--- src/rtl/trav_pkg.sv ---
// Shared types for the dual-tree traversal scheduler.
// Assumes: node indices use heap numbering, root at index 0.
package trav_pkg;

    typedef enum logic [2:0] {
        ST_IDLE,
        ST_POP,
        ST_ISSUE,
        ST_DRAIN,
        ST_TRI,
        ST_PUSH
    } trav_state_t;

endpackage

--- src/rtl/trav_lifo.sv ---
// Last-in first-out store of node pairs.
// Assumes push and pop are never requested in the same cycle.
// A push while full is dropped and flagged on ovf for that cycle.
module trav_lifo #(
    parameter int W     = 8,
    parameter int DEPTH = 16
) (
    input  logic         clk,
    input  logic         rst_n,
    input  logic         push,
    input  logic         pop,
    input  logic [W-1:0] din,
    output logic [W-1:0] dout,
    output logic         empty,
    output logic         full,
    output logic         ovf
);
    localparam int AW = (DEPTH > 1) ? $clog2(DEPTH) : 1;
    localparam int CW = $clog2(DEPTH + 1);

    logic [W-1:0]  mem [DEPTH];
    logic [CW-1:0] cnt;

    assign empty = (cnt == '0);
    assign full  = (cnt == CW'(DEPTH));
    assign ovf   = push && full;
    assign dout  = empty ? '0 : mem[AW'(cnt - CW'(1))];

    // Fill count: up on accepted push, down on pop.
    always_ff @(posedge clk) begin
        if (!rst_n) begin
            cnt <= '0;
        end else if (push && !full) begin
            cnt <= cnt + CW'(1);
        end else if (pop && !empty) begin
            cnt <= cnt - CW'(1);
        end
    end

    // Entry storage written at the current top.
    always_ff @(posedge clk) begin
        if (push && !full) begin
            mem[AW'(cnt)] <= din;
        end
    end

    assert_fill_bounded_R11: assert property (@(posedge clk) disable iff (!rst_n)
        cnt <= CW'(DEPTH));
    assert_full_push_dropped_R11: assert property (@(posedge clk) disable iff (!rst_n)
        (push && full && !pop) |=> (cnt == $past(cnt)));
    assert_no_push_pop_clash: assert property (@(posedge clk) disable iff (!rst_n)
        !(push && pop));

endmodule

--- src/rtl/trav_tagpipe.sv ---
// Bookkeeping shift register that runs alongside the axis-test pipeline.
// Assumes the external pipeline has exactly LAT stages and never stalls.
// Each stage carries valid, last-axis flag and the pair's node indices.
module trav_tagpipe #(
    parameter int W   = 8,
    parameter int LAT = 7
) (
    input  logic         clk,
    input  logic         rst_n,
    input  logic         in_valid,
    input  logic         in_last,
    input  logic [W-1:0] in_tag,
    output logic         out_valid,
    output logic         out_last,
    output logic [W-1:0] out_tag,
    output logic         busy
);
    logic [LAT-1:0] v_q;
    logic [LAT-1:0] l_q;
    logic [W-1:0]   t_q [LAT];

    // Control bits shift one stage per cycle.
    always_ff @(posedge clk) begin
        if (!rst_n) begin
            v_q <= '0;
            l_q <= '0;
        end else begin
            for (int i = LAT - 1; i > 0; i--) begin
                v_q[i] <= v_q[i-1];
                l_q[i] <= l_q[i-1];
            end
            v_q[0] <= in_valid;
            l_q[0] <= in_last;
        end
    end

    // Node indices shift alongside, no reset needed.
    always_ff @(posedge clk) begin
        for (int i = LAT - 1; i > 0; i--) begin
            t_q[i] <= t_q[i-1];
        end
        t_q[0] <= in_tag;
    end

    assign out_valid = v_q[LAT-1];
    assign out_last  = l_q[LAT-1];
    assign out_tag   = t_q[LAT-1];
    assign busy      = |v_q;

endmodule

--- src/rtl/trav_sched.sv ---
// Dual-tree depth-first traversal scheduler.
// Pops node pairs from a stack. Inner pairs get NUM_AXES axis tests
// through an external pipeline of PIPE_LAT cycles, and the first
// separating verdict cancels the rest. Surviving pairs push their
// children. Leaf pairs go to a triangle tester over a req/ack handshake.
// Assumes DEPTH_A and DEPTH_B are at least 1 and the pipeline never stalls.
module trav_sched #(
    parameter int DEPTH_A     = 3,
    parameter int DEPTH_B     = 2,
    parameter int NUM_AXES    = 24,
    parameter int PIPE_LAT    = 7,
    parameter int STACK_DEPTH = 16,
    localparam int IDX_W = ((DEPTH_A > DEPTH_B) ? DEPTH_A : DEPTH_B) + 1,
    localparam int AX_W  = (NUM_AXES > 1) ? $clog2(NUM_AXES) : 1
) (
    input  logic             clk,
    input  logic             rst_n,
    input  logic             start,
    output logic             busy,
    output logic             done,
    output logic             collided,
    output logic             stack_err,
    output logic             axis_valid,
    output logic [AX_W-1:0]  axis_id,
    output logic [IDX_W-1:0] axis_node_a,
    output logic [IDX_W-1:0] axis_node_b,
    input  logic             res_sep,
    output logic             tri_req,
    output logic [IDX_W-1:0] tri_node_a,
    output logic [IDX_W-1:0] tri_node_b,
    input  logic             tri_ack,
    input  logic             tri_hit,
    output logic             hit_valid,
    output logic [IDX_W-1:0] hit_node_a,
    output logic [IDX_W-1:0] hit_node_b
);
    import trav_pkg::*;

    localparam int PAIR_W = 2 * IDX_W;
    localparam logic [IDX_W-1:0] LEAF_A = IDX_W'((1 << DEPTH_A) - 1);
    localparam logic [IDX_W-1:0] LEAF_B = IDX_W'((1 << DEPTH_B) - 1);
    localparam logic [AX_W-1:0]  AX_LAST = AX_W'(NUM_AXES - 1);

    trav_state_t       state;
    logic [IDX_W-1:0]  cur_a, cur_b;
    logic [AX_W-1:0]   ax_cnt;
    logic              aborted;
    logic [1:0]        ch_cnt;

    logic              a_leaf, b_leaf;
    logic [IDX_W-1:0]  kid_a, kid_b;
    logic [2:0]        kid_total;
    logic              sep_now;

    logic              stk_push, stk_pop, stk_empty, stk_full, stk_ovf;
    logic [PAIR_W-1:0] stk_din, stk_dout;
    logic              head_valid, head_last, pipe_busy;
    logic [PAIR_W-1:0] head_tag;

    assign a_leaf = (cur_a >= LEAF_A);
    assign b_leaf = (cur_b >= LEAF_B);

    // Child pair selected by ch_cnt; only inner sides descend.
    always_comb begin
        kid_a     = cur_a;
        kid_b     = cur_b;
        kid_total = 3'd2;
        if (!a_leaf && !b_leaf) begin
            kid_total = 3'd4;
            kid_a = (cur_a << 1) + IDX_W'(1) + IDX_W'(ch_cnt[1]);
            kid_b = (cur_b << 1) + IDX_W'(1) + IDX_W'(ch_cnt[0]);
        end else if (!a_leaf) begin
            kid_a = (cur_a << 1) + IDX_W'(1) + IDX_W'(ch_cnt[0]);
        end else begin
            kid_b = (cur_b << 1) + IDX_W'(1) + IDX_W'(ch_cnt[0]);
        end
    end

    // A fresh separating verdict for the pair under test.
    assign sep_now = head_valid && res_sep && !aborted;

    assign axis_valid  = (state == ST_ISSUE) && !sep_now;
    assign axis_id     = ax_cnt;
    assign axis_node_a = cur_a;
    assign axis_node_b = cur_b;

    assign tri_req    = (state == ST_TRI);
    assign tri_node_a = cur_a;
    assign tri_node_b = cur_b;
    assign hit_valid  = tri_req && tri_ack && tri_hit;
    assign hit_node_a = cur_a;
    assign hit_node_b = cur_b;
    assign busy       = (state != ST_IDLE);

    assign stk_push = ((state == ST_IDLE) && start) || (state == ST_PUSH);
    assign stk_pop  = (state == ST_POP) && !stk_empty;
    assign stk_din  = (state == ST_IDLE) ? '0 : {kid_a, kid_b};

    trav_lifo #(.W(PAIR_W), .DEPTH(STACK_DEPTH)) i_lifo (
        .clk   (clk),
        .rst_n (rst_n),
        .push  (stk_push),
        .pop   (stk_pop),
        .din   (stk_din),
        .dout  (stk_dout),
        .empty (stk_empty),
        .full  (stk_full),
        .ovf   (stk_ovf)
    );

    trav_tagpipe #(.W(PAIR_W), .LAT(PIPE_LAT)) i_tagpipe (
        .clk       (clk),
        .rst_n     (rst_n),
        .in_valid  (axis_valid),
        .in_last   (ax_cnt == AX_LAST),
        .in_tag    ({cur_a, cur_b}),
        .out_valid (head_valid),
        .out_last  (head_last),
        .out_tag   (head_tag),
        .busy      (pipe_busy)
    );

    // Traversal sequencing: pop, test, drain, expand or hand off.
    always_ff @(posedge clk) begin
        if (!rst_n) begin
            state     <= ST_IDLE;
            cur_a     <= '0;
            cur_b     <= '0;
            ax_cnt    <= '0;
            aborted   <= 1'b0;
            ch_cnt    <= '0;
            collided  <= 1'b0;
            stack_err <= 1'b0;
            done      <= 1'b0;
        end else begin
            done <= 1'b0;
            case (state)
                ST_IDLE: begin
                    if (start) begin
                        collided  <= 1'b0;
                        stack_err <= 1'b0;
                        state     <= ST_POP;
                    end
                end
                ST_POP: begin
                    if (stk_empty) begin
                        done  <= 1'b1;
                        state <= ST_IDLE;
                    end else begin
                        cur_a   <= stk_dout[PAIR_W-1:IDX_W];
                        cur_b   <= stk_dout[IDX_W-1:0];
                        ax_cnt  <= '0;
                        aborted <= 1'b0;
                        if ((stk_dout[PAIR_W-1:IDX_W] >= LEAF_A) &&
                            (stk_dout[IDX_W-1:0] >= LEAF_B)) begin
                            state <= ST_TRI;
                        end else begin
                            state <= ST_ISSUE;
                        end
                    end
                end
                ST_ISSUE: begin
                    if (sep_now) begin
                        aborted <= 1'b1;
                        state   <= ST_DRAIN;
                    end else begin
                        ax_cnt <= ax_cnt + AX_W'(1);
                        if (ax_cnt == AX_LAST) begin
                            state <= ST_DRAIN;
                        end
                    end
                end
                ST_DRAIN: begin
                    if (aborted) begin
                        if (!pipe_busy) begin
                            state <= ST_POP;
                        end
                    end else if (head_valid) begin
                        if (res_sep) begin
                            aborted <= 1'b1;
                        end else if (head_last) begin
                            ch_cnt <= '0;
                            state  <= ST_PUSH;
                        end
                    end
                end
                ST_TRI: begin
                    if (tri_ack) begin
                        if (tri_hit) begin
                            collided <= 1'b1;
                        end
                        state <= ST_POP;
                    end
                end
                ST_PUSH: begin
                    ch_cnt <= ch_cnt + 2'd1;
                    if ({1'b0, ch_cnt} == kid_total - 3'd1) begin
                        state <= ST_POP;
                    end
                end
                default: state <= ST_IDLE;
            endcase
            if (stk_ovf) begin
                stack_err <= 1'b1;
            end
        end
    end

    assert_cancel_holds_R4: assert property (@(posedge clk) disable iff (!rst_n)
        aborted |-> !axis_valid);
    assert_head_matches_pair_R3: assert property (@(posedge clk) disable iff (!rst_n)
        head_valid |-> (head_tag == {cur_a, cur_b}));
    assert_leaf_pair_no_axis_R7: assert property (@(posedge clk) disable iff (!rst_n)
        axis_valid |-> !(a_leaf && b_leaf));
    assert_tri_request_held_R7: assert property (@(posedge clk) disable iff (!rst_n)
        (tri_req && !tri_ack) |=> (tri_req && $stable(tri_node_a) && $stable(tri_node_b)));
    assert_done_when_quiet_R9: assert property (@(posedge clk) disable iff (!rst_n)
        done |-> (stk_empty && !pipe_busy && !busy));
    assert_err_sticky_R11: assert property (@(posedge clk) disable iff (!rst_n)
        (stack_err && !start) |=> stack_err);
    assert_axis_in_range_R2: assert property (@(posedge clk) disable iff (!rst_n)
        axis_valid |-> (axis_id <= AX_LAST));

endmodule

--- config.mk ---
export PLATFORM = sky130hd
export DESIGN_NAME = trav_sched
export DESIGN_NICKNAME = d
export VERILOG_FILES = /design/src/rtl/trav_pkg.sv /design/src/rtl/trav_lifo.sv /design/src/rtl/trav_tagpipe.sv /design/src/rtl/trav_sched.sv
export SDC_FILE = /design/constraint.sdc
export NUM_CORES = 1
export LEC_CHECK = 0
export CAP_MARGIN = 30
export CORE_MARGIN = 4
export CORE_UTILIZATION = 59
export CTS_CLUSTER_DIAMETER = 30
export CTS_CLUSTER_SIZE = 28
export DETAILED_ROUTE_END_ITERATION = 10
export GPL_ROUTABILITY_DRIVEN = 0
export PLACE_DENSITY_LB_ADDON = 0.2
export SLEW_MARGIN = 10
export SYNTH_ARGS = -nofsm -noshare
export SYNTH_HDL_FRONTEND = slang
export SYNTH_SLANG_ARGS = --single-unit
--- constraint.sdc ---
create_clock -name clk -period 4 [get_ports clk]
set_clock_uncertainty 0.1 [all_clocks]
set_input_delay 0.6 -clock clk [delete_from_list [all_inputs] [get_ports clk]]
set_output_delay 0.6 -clock clk [all_outputs]
set_load 0.01 [all_outputs]
==> summary.txt, run 1 <==
Outcome
  • Status: completed

Synthesis
  • Synth top area share: 0.530
  • Post-synth top cells: edfxtp_1, dfxtp_1, nand2_1
  • Syn Nets: 507
  • Syn Inst Count: 492
  • Post-synthesis cell type count: 59
  • Synth async-reset ratio: 0
  • YS warnings: 0
  • #FFs+latches synth: 169
  • Number of synthesized flops with an enable pin: 128
  • Synth Area per Inst: 14.7 um2
  • Seq/Total Area, Yosys: 0.643
  • Syn Std Cell Area: 7250 um2
  • Count leader, synth: edfxtp_1
  • Top area cells in the synthesized netlist: edfxtp_1, dfxtp_1, mux4_2
  • Top_reg_cell synth: edfxtp_1
  • Cell type with the largest total area after synthesis: edfxtp_1

Worst setup path
  • Critical path class: reg2out
  • CP max FO: 14
  • Critical Path AT: 2.46 ns
  • Worst reg2reg setup slack: 0.88 ns
  • Critical Path Source Type: register
  • Slowest stage delay, CP: 0.61 ns
  • Crit end category: output port
  • Cell Chain, Critical Path: or3b_1 > a31oi_2 > clkdlybuf4s50_1
  • CP required: 3.30 ns
  • Crit path max-delay cell type: clkdlybuf4s50_1

Detailed routing
  • Post-route ant nets: 0
  • DRC violations left: 0
  • Uppermost routed layer: met4
  • Total Wirelength: 15.5 mm
  • Met1 wire length: 6.49 mm
  • Vias per Instance: 6.21
  • WL met2: 7.37 mm
  • Vias post-DR: 4310
  • Met3 routed WL: 1.10 mm
  • First-pass DRT Iterations: 5
  • Wirelength per Cell: 22.3 um
  • Initial DRC count: 371

Floorplan
  • Chip height: 119 um
  • Die W: 119 um
  • Die ar.: 14100 um2
  • IO Count: 42
  • Initial core utilization: 0.604
  • # rows: 40
  • Core area: 12000 um2

Clocking
  • Worst-Skew Late Latency: 0.43 ns
  • Clock root buffer master: clkbuf_16
  • CTS sink count: 169
  • Worst-case clock buffer depth: 2
  • Post_cts resized: 0
  • CTS buffer count: 17
  • Hold_buf cts: 0
  • H-tree depth: 4
  • Buffers inserted by post-CTS timing repair: 0
  • CTS tree: built
  • Clock slew at reported path FFs: 0.06 ns

Power and ir drop
  • Register share of total power: 0.366
  • Leakage: 0.00294 uW
  • Max VDD drop: 0.000575 V
  • Int Power: 4320 uW
  • Sw frac: 0.349
  • Combinational power share: 0.379
  • Pwr Density: 790 nW/um2
  • Total power: 6640 uW
  • Sw Pwr: 2310 uW
  • Clock power share: 0.255

Global routing
  • Total track usage: 0.232
  • Initial antenna violation count: 0
  • Global route overflow: 0
  • Vias in the first global route: 4319
  • First-pass GRT wire length: 24.6 mm
  • Pin count of the biggest net entering global routing: 35

Final layout
  • Fillcell total: 824
  • Layout area overhead: 15.9%
  • Register area: 4670 um2
  • Diode count: 0
  • Layout cell share with drive strength beyond 1: 0.170
  • Layout Nets: 549
  • Area of the multi-input gates: 2340 um2

Timing
  • Slew @ Worst Pin: 0.723 ns
  • Final TNS setup: 0 ns
  • RSZ-0062 raised after global routing: no
  • Final min period: 3.16 ns
  • Fmax: 317 MHz
  • Final WS setup: 0.843 ns
  • Final hold violations: 0
  • Final period util: 0.789
  • Setup violations, final: 0
  • Max-slew violations: 0
  • Max-slew headroom: 0.516

Place
  • Number of port buffers: 41
  • Place WS: 0.576 ns
  • HPWL after detailed placement: 10.3 mm

Job
  • Max-Cap Viols: 0

Worst hold path
  • Hold/Removal Path Class: reg2reg
placed cells by master, fill, tap and decap left out, types with 8 or more instances in the layout:
cell	Yosys	final
o21ai_0	11	11
and2_1	22	22
clkbuf_16	0	17
clkdlybuf4s50_1	0	41
nand2_1	35	35
mux4_2	31	31
edfxtp_1	128	128
nor2_1	27	27
mux2i_1	19	19
buf_4	18	18
ha_1	9	9
a21oi_1	23	23
and3_1	8	8
dfxtp_1	41	40
power by group through the flow:
stage	Sequential [uW]	Combinational [uW]	Clock (uW)
final	2430	2510	1690
after global routing	2450	2690	1800
after CTS	2430	2510	1720
after detailed placement	2460	2500	0
after global placement	2450	2440	0
after floorplan	2390	1730	0
critical path, delay by kind of cell, from the launching register on:
| family | cells | cell delay (ns) |
|---|---|---|
| compound gates | 1 | 0.36 |
| flops | 1 | 0.60 |
| simple gates | 1 | 0.47 |
| buf+inv | 1 | 0.61 |
flip-flops by register name, summed over array words and instances, names as in the netlist:
signal and count:
ch_cnt 2, i_tagpipe.l_q 7, axis_node_a 4, axis_id 5, done 1, aborted 1
i_lifo.mem 128, collided 1, axis_node_b 4, i_tagpipe.v_q 7, stack_err 1, state 3
i_lifo.cnt 5
metrics by stage:
step	cells	hold WS [ns]	instance area [um2]	utilization
floorplan	492	0.312	7250	-
global placement	661	0.315	7780	0.648
detailed placement	662	0.320	7780	0.648
CTS	694	0.340	8400	0.699
global route	694	0.356	8400	0.699
finish	694	0.334	8400	0.699
kinds of logic after synthesis:
family | synth area share
multiplexers | 0.129
AND/OR/NAND/NOR | 0.101
XOR/XNOR | 0.0135
buffers and inverters | 0.0343
AO/OA/AOI/OAI | 0.0633
adder cells (fa/ha/maj) | 0.0155
flip-flops | 0.643
per-layer routing:
layer  up-vias  global-route usage
met1      2145               0.321
met3        36              0.0632
li1       1953                   -
met2       176               0.350
met4         0               0.101
met5         -                   0
final timing paths:
check | startpoint | depth (start not counted) | end
worst min-delay path | i_tagpipe.l_q[3]$_SDFF_PN0_ | 1 | i_tagpipe.l_q[4]$_SDFF_PN0_
worst max-delay path | state[1]$_SDFFE_PN0P_ | 3 | axis_valid
worst max register to register | i_lifo.cnt[0]$_SDFFE_PN0P_ | 9 | state[1]$_SDFFE_PN0P_
worst min register to register | i_tagpipe.l_q[3]$_SDFF_PN0_ | 1 | i_tagpipe.l_q[4]$_SDFF_PN0_
cell type report:
type,instances,share of cell area
Clock buffer,18,0.0511
Sequential cell,169,0.555
Timing Repair Buffer,60,0.0673
Inverter,9,0.00402
Clock inverter,14,0.0220
Multi-Input combinational cell,277,0.278
Tap cell,147,0.0219
No activity file was read; power rests on OpenSTA's default activity.
==> inputs of run 2 (changes only) <==
CORE_UTILIZATION = 54   (was 59)
clock period = 2.8 ns   (was 4 ns; I/O delays follow)
==> run 2 against run 1 <==
  * Worst hold slack got worse by 0.0014 ns
  * Sequential cell count unchanged
  * Sequential share of layout area fell by 2.7 points
  * Utilization is 3.0 points lower
  * Clock power rose by 40%
  * First-iteration DRC count down 2.7%
  * Global-route usage decreased by 1.4 points
  * Power grew 47%
  * Routed wire length barely moved
  * Non-clock buffer count up 23
  * Via count up 1.6%
  * Count of clock-buffer cells in the layout unchanged
  * Critical path type is now reg2reg
  * Largest cell class unchanged
  * Highest routed layer unchanged
==> summary.txt, run 2 (synthesized netlist as in run 1, its figures left out) <==
Floorplan
  • # rows: 42
  • Die W: 124 um
  • Die ar.: 15300 um2
  • Initial core utilization: 0.550
  • IO Count: 42
  • Chip height: 124 um
  • Core area: 13200 um2

Final layout
  • Largest registers: i_lifo.mem (128), i_tagpipe.l_q (7), i_tagpipe.v_q (7)
  • Design Area, Final: 8830 um2
  • Diode count: 0
  • Commonest non-fill, non-tap cell in the layout: edfxtp_1
  • Max reg flops: 128
  • Most flops, register: i_lifo.mem
  • Register area: 4670 um2
  • Area of the multi-input gates: 2460 um2
  • Fillcell total: 884
  • Layout Nets: 572
  • Layout cell share with drive strength beyond 1: 0.239
  • Layout area overhead: 21.8%
  • Leading cell types in the layout, fill and taps excluded: edfxtp_1, clkdlybuf4s50_1, dfxtp_1

Global routing
  • Total track usage: 0.219
  • Vias in the first global route: 4227
  • First-pass GRT wire length: 23.9 mm
  • Initial antenna violation count: 0
  • Pin count of the biggest net entering global routing: 35
  • Global route overflow: 0

Worst setup path
  • CP required: 3.04 ns
  • Critical path class: reg2reg
  • Worst reg2reg setup slack: 0.08 ns
  • Reg2Reg Depth: 9
  • R2r startpoint: i_lifo.cnt[0]$_SDFFE_PN0P_
  • Crit Reg-Reg Endpoint: state[1]$_SDFFE_PN0P_
  • Crit end category: register
  • CP max FO: 15
  • Critical Path Source Type: register
  • Critical Path AT: 2.96 ns

Timing
  • Final hold violations: 0
  • Max-slew headroom: 0.577
  • Final TNS setup: 0 ns
  • Slew @ Worst Pin: 0.634 ns
  • Setup violations, final: 0
  • Max-slew violations: 0
  • RSZ-0062 raised after global routing: no
  • Final min period: 2.72 ns
  • Final period util: 0.970
  • Fmax: 368 MHz

Detailed routing
  • Vias post-DR: 4378
  • Vias per Instance: 5.87
  • Initial DRC count: 361
  • First-pass DRT Iterations: 5
  • Wirelength per Cell: 20.7 um
  • Post-route ant nets: 0
  • Total Wirelength: 15.5 mm
  • DRC violations left: 0

Clocking
  • CTS sink count: 169
  • CTS tree: built
  • Worst-case clock buffer depth: 2
  • Worst-Skew Late Latency: 0.43 ns
  • Clock slew at reported path FFs: 0.06 ns
  • Hold_buf cts: 0
  • H-tree depth: 4
  • Clock root buffer master: clkbuf_16
  • CTS buffer count: 17

Place
  • Number of port buffers: 41
  • Placed cell area: 8180 um2
  • HPWL after detailed placement: 10.2 mm

Worst hold path
  • Hold Path Origin: i_tagpipe.l_q[5]$_SDFF_PN0_
  • Min-Delay Endpoint: i_tagpipe.l_q[6]$_SDFF_PN0_
  • Hold/Removal Path Class: reg2reg
  • Hold path cells: 1

Power and ir drop
  • Leakage: 0.00308 uW
  • Pwr Density: 1110 nW/um2
  • Max VDD drop: 0.000702 V

Outcome
  • Status: completed

Job
  • Max-Cap Viols: 0
-- run 2: metal layers --
metal	track usage	routed length, um	vias up
li1	-	-	2012
met1	0.313	6650	2199
met2	0.325	7460	146
met3	0.0518	1060	21
met4	0.0893	287	0
met5	0	0	-
-- run 2: repair_timing --
action / 4_1_cts / 5_1_grt
cloned: 0 / 0
gates resized for setup: 2 / 11
setup endpoints to repair: 1 / 8
setup buffers: 0 / 0
-- run 2: worst max-delay path by stage --
| stage | end | startpoint | depth (start not counted) |
|---|---|---|---|
| after floorplan | i_lifo.mem[4][0]$_DFFE_PP_ | i_lifo.cnt[0]$_SDFFE_PN0P_ | 9 |
| after CTS | state[1]$_SDFFE_PN0P_ | i_lifo.cnt[0]$_SDFFE_PN0P_ | 9 |
| after global routing | state[1]$_SDFFE_PN0P_ | i_lifo.cnt[0]$_SDFFE_PN0P_ | 9 |
| after global placement | i_lifo.mem[4][3]$_DFFE_PP_ | start | 7 |
| after detailed placement | i_lifo.mem[4][4]$_DFFE_PP_ | start | 7 |
| final | state[1]$_SDFFE_PN0P_ | i_lifo.cnt[0]$_SDFFE_PN0P_ | 9 |
-- run 2: worst max-delay path, stage by stage, from the launching register on --
cell and delay, ns:
dfxtp_2 0.38, clkinv_4 0.12, ha_2 0.39, buf_12 0.16
mux4_2 0.33, mux2i_2 0.28, mux2i_1 0.16, a211o_1 0.32
nor4b_1 0.15, a211oi_1 0.23
-- run 2: power by group --
| group | total [uW] | leakage [uW] | internal [uW] | switching (uW) |
|---|---|---|---|---|
| registers | 3410 | 0.00153 | 3200 | 217 |
| logic | 4010 | 0.00126 | 1810 | 2200 |
| clock network | 2360 | 0.000286 | 1410 | 956 |
| total | 9780 | 0.00308 | 6420 | 3370 |
-- run 2: area by class of cell --
class | count | share of cell area
Clock buffer | 18 | 0.0486
Sequential cell | 169 | 0.529
Multi-Input combinational cell | 277 | 0.279
Timing Repair Buffer | 83 | 0.0954
Tap cell | 176 | 0.0249
Clock inverter | 14 | 0.0193
Inverter | 9 | 0.00439
-- run 2: stage by stage --
stage,hold WS (ns),cells,total power [uW],setup slack [ns],util
after floorplan,0.312,492,6030,0.00186,-
after global routing,0.344,746,10300,0.00331,0.669
after global placement,0.315,714,7270,0.0481,0.620
after CTS,0.336,746,9740,0.0339,0.666
after detailed placement,0.321,714,7340,0.0289,0.620
final,0.333,746,9780,0.0850,0.669
